$ cat src/rtl/alu8_pkg.sv
package alu8_pkg;
  typedef enum logic [4:0] {
    OP_ADD  = 5'd0,
    OP_ADC  = 5'd1,
    OP_SUB  = 5'd2,
    OP_SBC  = 5'd3,
    OP_NEG  = 5'd4,
    OP_INC  = 5'd5,
    OP_DEC  = 5'd6,
    OP_AND  = 5'd7,
    OP_OR   = 5'd8,
    OP_XOR  = 5'd9,
    OP_COM  = 5'd10,
    OP_ASL  = 5'd11,
    OP_ASR  = 5'd12,
    OP_LSR  = 5'd13,
    OP_ROL  = 5'd14,
    OP_ROR  = 5'd15,
    OP_DAA  = 5'd16,
    OP_MUL  = 5'd17,
    OP_ADDW = 5'd18,
    OP_SUBW = 5'd19,
    OP_ASLW = 5'd20,
    OP_LSRW = 5'd21
  } alu_op_e;

  localparam int OP_BITS = 5;
endpackage

$ cat src/rtl/alu8_arith.sv
module alu8_arith
  import alu8_pkg::*;
#(
  parameter int W = 8
) (
  input  alu_op_e        op,
  input  logic [W-1:0]   x,
  input  logic [W-1:0]   m,
  input  logic           c_in,
  input  logic           h_in,
  output logic [W-1:0]   r,
  output logic           c_o,
  output logic           v_o,
  output logic           h_o,
  output logic           hit
);
  localparam logic [W-1:0] TOP_ONLY = {1'b1, {(W-1){1'b0}}};
  localparam logic [W-1:0] TOP_MAX  = {1'b0, {(W-1){1'b1}}};
  localparam logic [W-1:0] DEC_LIM  = W'(8'h99);

  function automatic logic [W:0] add_ci(input logic [W-1:0] p, input logic [W-1:0] q,
                                        input logic ci);
    return {1'b0, p} + {1'b0, q} + {{W{1'b0}}, ci};
  endfunction

  function automatic logic nib_carry(input logic [3:0] p, input logic [3:0] q, input logic ci);
    logic [4:0] t;
    t = {1'b0, p} + {1'b0, q} + {4'd0, ci};
    return t[4];
  endfunction

  logic [W:0]   sum;
  logic         cin_use;
  logic         lo_fix;
  logic         hi_fix;
  logic [W-1:0] dcor;

  always_comb begin
    sum     = '0;
    r       = x;
    c_o     = c_in;
    v_o     = 1'b0;
    h_o     = h_in;
    hit     = 1'b1;
    cin_use = 1'b0;
    lo_fix  = 1'b0;
    hi_fix  = 1'b0;
    dcor    = '0;
    case (op)
      OP_ADD, OP_ADC: begin
        cin_use = (op == OP_ADC) & c_in;
        sum     = add_ci(x, m, cin_use);
        r       = sum[W-1:0];
        c_o     = sum[W];
        h_o     = nib_carry(x[3:0], m[3:0], cin_use);
        v_o     = (x[W-1] == m[W-1]) && (r[W-1] != x[W-1]);
      end
      OP_SUB, OP_SBC: begin
        cin_use = (op == OP_SBC) & c_in;
        sum     = add_ci(x, ~m, ~cin_use);
        r       = sum[W-1:0];
        c_o     = ~sum[W];
        v_o     = (x[W-1] != m[W-1]) && (r[W-1] != x[W-1]);
      end
      OP_NEG: begin
        sum = add_ci(~x, '0, 1'b1);
        r   = sum[W-1:0];
        c_o = |r;
        v_o = (r == TOP_ONLY);
      end
      OP_INC: begin
        sum = add_ci(x, '0, 1'b1);
        r   = sum[W-1:0];
        v_o = (r == TOP_ONLY);
      end
      OP_DEC: begin
        sum = add_ci(x, '1, 1'b0);
        r   = sum[W-1:0];
        v_o = (r == TOP_MAX);
      end
      OP_DAA: begin
        lo_fix = h_in || (x[3:0] > 4'd9);
        hi_fix = c_in || (x > DEC_LIM);
        dcor   = W'({hi_fix ? 4'h6 : 4'h0, lo_fix ? 4'h6 : 4'h0});
        sum    = add_ci(x, dcor, 1'b0);
        r      = sum[W-1:0];
        c_o    = hi_fix;
      end
      default: hit = 1'b0;
    endcase
  end
endmodule

$ cat src/rtl/alu8_logsh.sv
module alu8_logsh
  import alu8_pkg::*;
#(
  parameter int W = 8
) (
  input  alu_op_e        op,
  input  logic [W-1:0]   x,
  input  logic [W-1:0]   m,
  input  logic           c_in,
  output logic [W-1:0]   r,
  output logic           c_o,
  output logic           v_o,
  output logic           hit
);
  logic is_shift;

  always_comb begin
    r        = x;
    c_o      = c_in;
    hit      = 1'b1;
    is_shift = 1'b0;
    case (op)
      OP_AND: r = x & m;
      OP_OR:  r = x | m;
      OP_XOR: r = x ^ m;
      OP_COM: begin
        r   = ~x;
        c_o = 1'b1;
      end
      OP_ASL: begin
        {c_o, r} = {x, 1'b0};
        is_shift = 1'b1;
      end
      OP_ROL: begin
        {c_o, r} = {x, c_in};
        is_shift = 1'b1;
      end
      OP_LSR: begin
        {r, c_o} = {1'b0, x};
        is_shift = 1'b1;
      end
      OP_ASR: begin
        {r, c_o} = {x[W-1], x};
        is_shift = 1'b1;
      end
      OP_ROR: begin
        {r, c_o} = {c_in, x};
        is_shift = 1'b1;
      end
      default: hit = 1'b0;
    endcase
    v_o = is_shift & (r[W-1] ^ c_o);
  end
endmodule

$ cat src/rtl/alu8_wide.sv
module alu8_wide
  import alu8_pkg::*;
#(
  parameter int W = 8
) (
  input  alu_op_e          op,
  input  logic [W-1:0]     a,
  input  logic [W-1:0]     b,
  input  logic [2*W-1:0]   m,
  output logic [2*W-1:0]   rw,
  output logic             c_o,
  output logic             v_o,
  output logic             keep_nv,
  output logic             hit
);
  localparam int DW = 2 * W;

  function automatic logic [DW-1:0] umul(input logic [W-1:0] p, input logic [W-1:0] q);
    return DW'(p) * DW'(q);
  endfunction

  logic [DW-1:0] d;
  logic [DW:0]   sum;

  assign d = {a, b};

  always_comb begin
    rw      = d;
    sum     = '0;
    c_o     = 1'b0;
    v_o     = 1'b0;
    keep_nv = 1'b0;
    hit     = 1'b1;
    case (op)
      OP_MUL: begin
        rw      = umul(a, b);
        c_o     = rw[W-1];
        keep_nv = 1'b1;
      end
      OP_ADDW: begin
        sum = {1'b0, d} + {1'b0, m};
        rw  = sum[DW-1:0];
        c_o = sum[DW];
        v_o = (d[DW-1] == m[DW-1]) && (rw[DW-1] != d[DW-1]);
      end
      OP_SUBW: begin
        sum = {1'b0, d} + {1'b0, ~m} + {{DW{1'b0}}, 1'b1};
        rw  = sum[DW-1:0];
        c_o = ~sum[DW];
        v_o = (d[DW-1] != m[DW-1]) && (rw[DW-1] != d[DW-1]);
      end
      OP_ASLW: begin
        {c_o, rw} = {d, 1'b0};
        v_o       = rw[DW-1] ^ c_o;
      end
      OP_LSRW: begin
        {rw, c_o} = {1'b0, d};
        v_o       = rw[DW-1] ^ c_o;
      end
      default: hit = 1'b0;
    endcase
  end
endmodule

$ cat src/rtl/alu8_core.sv
module alu8_core
  import alu8_pkg::*;
#(
  parameter int W = 8
) (
  input  logic [4:0]     op_sel,
  input  logic           sel_b,
  input  logic [W-1:0]   acc_a,
  input  logic [W-1:0]   acc_b,
  input  logic [2*W-1:0] mem_opnd,
  input  logic           c_in,
  input  logic           v_in,
  input  logic           z_in,
  input  logic           n_in,
  input  logic           h_in,
  output logic [W-1:0]   new_a,
  output logic [W-1:0]   new_b,
  output logic           c_out,
  output logic           v_out,
  output logic           z_out,
  output logic           n_out,
  output logic           h_out
);
  localparam int DW = 2 * W;

  alu_op_e      op;
  logic         to_a;
  logic [W-1:0] x_opnd;
  logic [W-1:0] m_byte;

  logic [W-1:0] arith_res, logic_res, narrow_res;
  logic         arith_c, arith_v, arith_h, arith_hit;
  logic         logic_c, logic_v, logic_hit;
  logic [DW-1:0] wide_res;
  logic         wide_c, wide_v, wide_keep, wide_hit;

  assign op     = alu_op_e'(op_sel);
  assign to_a   = (op == OP_DAA) || !sel_b;
  assign x_opnd = to_a ? acc_a : acc_b;
  assign m_byte = mem_opnd[W-1:0];

  alu8_arith #(.W(W)) u_arith (
    .op(op), .x(x_opnd), .m(m_byte), .c_in(c_in), .h_in(h_in),
    .r(arith_res), .c_o(arith_c), .v_o(arith_v), .h_o(arith_h), .hit(arith_hit)
  );

  alu8_logsh #(.W(W)) u_logsh (
    .op(op), .x(x_opnd), .m(m_byte), .c_in(c_in),
    .r(logic_res), .c_o(logic_c), .v_o(logic_v), .hit(logic_hit)
  );

  alu8_wide #(.W(W)) u_wide (
    .op(op), .a(acc_a), .b(acc_b), .m(mem_opnd),
    .rw(wide_res), .c_o(wide_c), .v_o(wide_v), .keep_nv(wide_keep), .hit(wide_hit)
  );

  assign narrow_res = arith_hit ? arith_res : logic_res;

  always_comb begin
    new_a = acc_a;
    new_b = acc_b;
    c_out = c_in;
    v_out = v_in;
    z_out = z_in;
    n_out = n_in;
    h_out = h_in;
    if (wide_hit) begin
      {new_a, new_b} = wide_res;
      c_out = wide_c;
      v_out = wide_keep ? v_in : wide_v;
      n_out = wide_keep ? n_in : wide_res[DW-1];
      z_out = (wide_res == '0);
    end else if (arith_hit || logic_hit) begin
      if (to_a) new_a = narrow_res;
      else      new_b = narrow_res;
      c_out = arith_hit ? arith_c : logic_c;
      v_out = arith_hit ? arith_v : logic_v;
      h_out = arith_hit ? arith_h : h_in;
      n_out = narrow_res[W-1];
      z_out = (narrow_res == '0);
    end
  end
endmodule

$ cat config.mk
export PLATFORM = sky130hd
export DESIGN_NAME = alu8_core
export DESIGN_NICKNAME = d
export VERILOG_FILES = /design/src/rtl/alu8_pkg.sv /design/src/rtl/alu8_arith.sv /design/src/rtl/alu8_logsh.sv /design/src/rtl/alu8_wide.sv /design/src/rtl/alu8_core.sv
export SDC_FILE = /design/constraint.sdc
export NUM_CORES = 1
export LEC_CHECK = 0
export CORE_MARGIN = 2
export CORE_UTILIZATION = 52
export DETAILED_ROUTE_END_ITERATION = 8
export PLACE_DENSITY = 0.73
export SLEW_MARGIN = 30
export SYNTH_ARGS = -nofsm -noshare
export SYNTH_HDL_FRONTEND = slang
export SYNTH_SLANG_ARGS = --single-unit
$ cat constraint.sdc
create_clock -name vclk -period 22.7
set_input_delay 3.405 -clock vclk [all_inputs]
set_output_delay 3.405 -clock vclk [all_outputs]
set_load 0.02 [all_outputs]
==> parameters.txt <==
Parameter                              Value

Die
  Die Width    120.1 um
  Cell Rows    42
  Core Box Area    13190 um2
  DIE HEIGHT    120.1 um
  Number of placed I/O pins    64
  Initial core utilization    0.5311
  Die area    14420 um2

Min path
  Hold Path Sink    h_out
  Worst Hold Path Cells    4
  Hold/Removal Path Class    primary input to output port
  Hold_sp    h_in

Logic synthesis
  Synthesized cell area    7005 um2
  Synth Net Count    1160
  Number of warnings reported in the yosys synthesis log    0
  Synth Instances    975
  Post-synth top area share    0.1768
  Main area contributors after synthesis    ha_1 18%, fa_1 12%, inv_1 5.5%
  Number of library cell types mapped by synthesis    79
  Portion of the post-synthesis area used by sequential elements    0
  Cell accounting for the most synthesized area    ha_1
  Average footprint of a synthesized cell    7.185 um2

Global route
  Global-route congestion overflow total    0
  Global-route wire length before repair    37.98 mm
  GR met2 Demand/Resource    0.4709
  Met3 Usage GRT    0.07224
  Busiest grt layer    met1
  Via count of the first global-routing pass    6973
  Pin count of the biggest net entering global routing    43
  Global Route Usage Sum    0.3322
  Met1 GRT Util    0.5079
  Number of antenna violations at the first check in global routing    0

STA
  Setup TNS    0 ns
  Measured slew at the worst slew-check pin    0.9625 ns
  Share of the cycle needed by the critical path after routing    0.6001
  Post-layout minimum cycle time    13.62 ns
  Number of hold violations in the final report    0
  Highest attainable clock frequency    0.07341 GHz
  RSZ-0062 raised after global routing    false
  Total setup violations reported at the end of the flow    0
  Max-slew violation count    0
  Slew HR    0.3570
  Smallest setup slack after layout    9.079 ns

Critical path
  Cell at the slowest stage of the critical path    clkdlybuf4s50_1
  Worst path cell trace    clkdlybuf4s50_1 -> or3b_4 -> o21ai_4 -> mux2i_2 -> inv_1 -> fa_1 -> fa_1 -> a21o_1 -> a21oi_1 -> a21bo_2 -> xnor2_1 -> o22ai_1 -> a2111oi_1 -> nand4_1 -> o41ai_1 -> o21bai_1 -> clkdlybuf4s50_1
  Slowest Stage Delay on Critical Path    0.90 ns
  CP Max Fanout    19
  Setup crit end kind    output port
  Worst Path Class, Setup    primary input to output port
  Crit path launch type    primary input
  Launching element of the worst setup path    op_sel[4]
  Arrival time worst endpoint    10.22 ns
  Critical path required time    19.30 ns

Place
  Worst-case setup slack after placement    9.075 ns
  Placer Congestion    1.067
  Post-DP Area    7761 um2
  Detailed placer's ending HPWL    19.19 mm
  PortBufs    64

Cells and area
  Final core occ    0.5885
  Multi-input logic area    6407 um2
  Final Net Count    1182
  Growth of design area from synthesis to finish    10.81%
  Clk_buf instances    0
  Sequential Area    0 um2
  Number of flip-flops and latches    0
  Layout Cell Area excl Fill    7762 um2
  Ratio of cells with drive above 1 in the final layout    0.04523
  Fill cell count    1282
  Count of inserted antenna diode cells    0

Route
  Number of routed nets with antenna violations    0
  Via-to-Cell Ratio    6.436
  Vias    7537
  Average wire per standard cell    20.78 um
  Iteration count of the initial detailed-routing pass    7
  Starting DRT DRC Count    975
  Wirelength, routed    24.33 mm
  Detailed-route DRC error count    0

Outcome
  Outcome    finished, final reports clean

Pwr
  Relative contribution of the clock network to total power    0
  Power density normalized to cell area    38.47 nW/um2
  Switching power    0.1785 mW
  Design internal power    0.1201 mW
  Pleak    3.397 nW
  Register share of total power    0
  Largest vdd supply drop    0.03434 mV
  Switching fraction of total power    0.5979
  Logic gate share of total power    1.000

CTS
  # hold bufs at CTS    0
  Count of buffers added by post-CTS timing repair for setup    0
  Post-cts gate resize count    0

Flow run
  Max-cap violations    0
[worst max path at each step]
stage | end | slack [ns] | depth (start not counted)
3_5_place_dp | z_out | 9.07 | 17
3_3_place_gp | z_out | 9.20 | 20
5_1_grt | z_out | 8.68 | 19
4_1_cts | z_out | 9.02 | 17
2_1_floorplan | z_out | 10.53 | 20
6_report | z_out | 9.08 | 17
[through the flow]
| step | total power, mW | hold slack, ns | instances |
|---|---|---|---|
| detailed placement | 0.2895 | 7.918 | 1171 |
| floorplan | 0.2057 | 6.990 | 975 |
| global route | 0.3293 | 7.974 | 1171 |
| finish | 0.2986 | 7.916 | 1171 |
| global placement | 0.2897 | 7.932 | 1171 |
| CTS | 0.2929 | 7.922 | 1171 |
[layout by cell type (no fill, tap or decap), drive strengths merged, types with 16 or more instances in the layout]
master and instances:
and2 56, xor2 16, mux2i 19, nand3 21, o21ai 65, nor2 65
xnor2 36, a21oi 66, fa 43, a31oi 16, inv 105, o22ai 17
nor3 19, clkdlybuf4s50 64, nand2 60, ha 99
[cells in the mapped netlist (14+ instances only)]
| master | instances |
|---|---|
| a211oi_1 | 14 |
| a21oi_1 | 66 |
| a31oi_1 | 16 |
| and2_1 | 56 |
| clkbuf_1 | 48 |
| fa_1 | 43 |
| ha_1 | 99 |
| inv_1 | 102 |
| mux2i_1 | 17 |
| nand2_1 | 60 |
| nand3_1 | 20 |
| nor2_1 | 65 |
| nor3_1 | 19 |
| o21ai_0 | 64 |
| o22ai_1 | 17 |
| xnor2_1 | 36 |
| xor2_1 | 16 |
[power groups by stage]
stage / combinational (mW) / clock, mW / sequential (mW)
floorplan: 0.206 / 0 / 0
global route: 0.329 / 0 / 0
detailed placement: 0.289 / 0 / 0
global placement: 0.290 / 0 / 0
finish: 0.299 / 0 / 0
CTS: 0.293 / 0 / 0
[critical path: cells and delay by family]
kind                     cells  cell delay, ns
AO/OA/AOI/OAI                8            2.50
XOR/XNOR                     1            0.15
adder cells (fa/ha/maj)      2            0.92
buffers and inverters        3            1.86
multiplexers                 1            0.72
AND/OR/NAND/NOR              2            0.64
[cell families (layout without fill, tap and decap cells)]
family	Yosys count	after routing	share of synthesized area
mux	26	26	0.04054
fa+ha+maj	142	142	0.2997
compound gates	297	297	0.2827
xor+xnor	52	52	0.06501
simple gates	296	296	0.2227
buf+inv	162	182	0.08930
[final cells by class]
class                           count  share of cell area
Multi-Input combinational cell    813              0.8254
Timing Repair Buffer               77             0.09510
Inverter                          105             0.05110
Tap cell                          176             0.02837
[per-layer routing]
| layer | wire length (um) | vias to the layer above | share of wire |
|---|---|---|---|
| li1 | - | 3534 | - |
| met1 | 10850 | 3487 | 0.45 |
| met2 | 9797 | 464 | 0.40 |
| met3 | 3106 | 52 | 0.13 |
| met4 | 580 | 0 | 0.024 |
| met5 | 0 | - | 0 |
No activity file was read; power rests on OpenSTA's default activity.
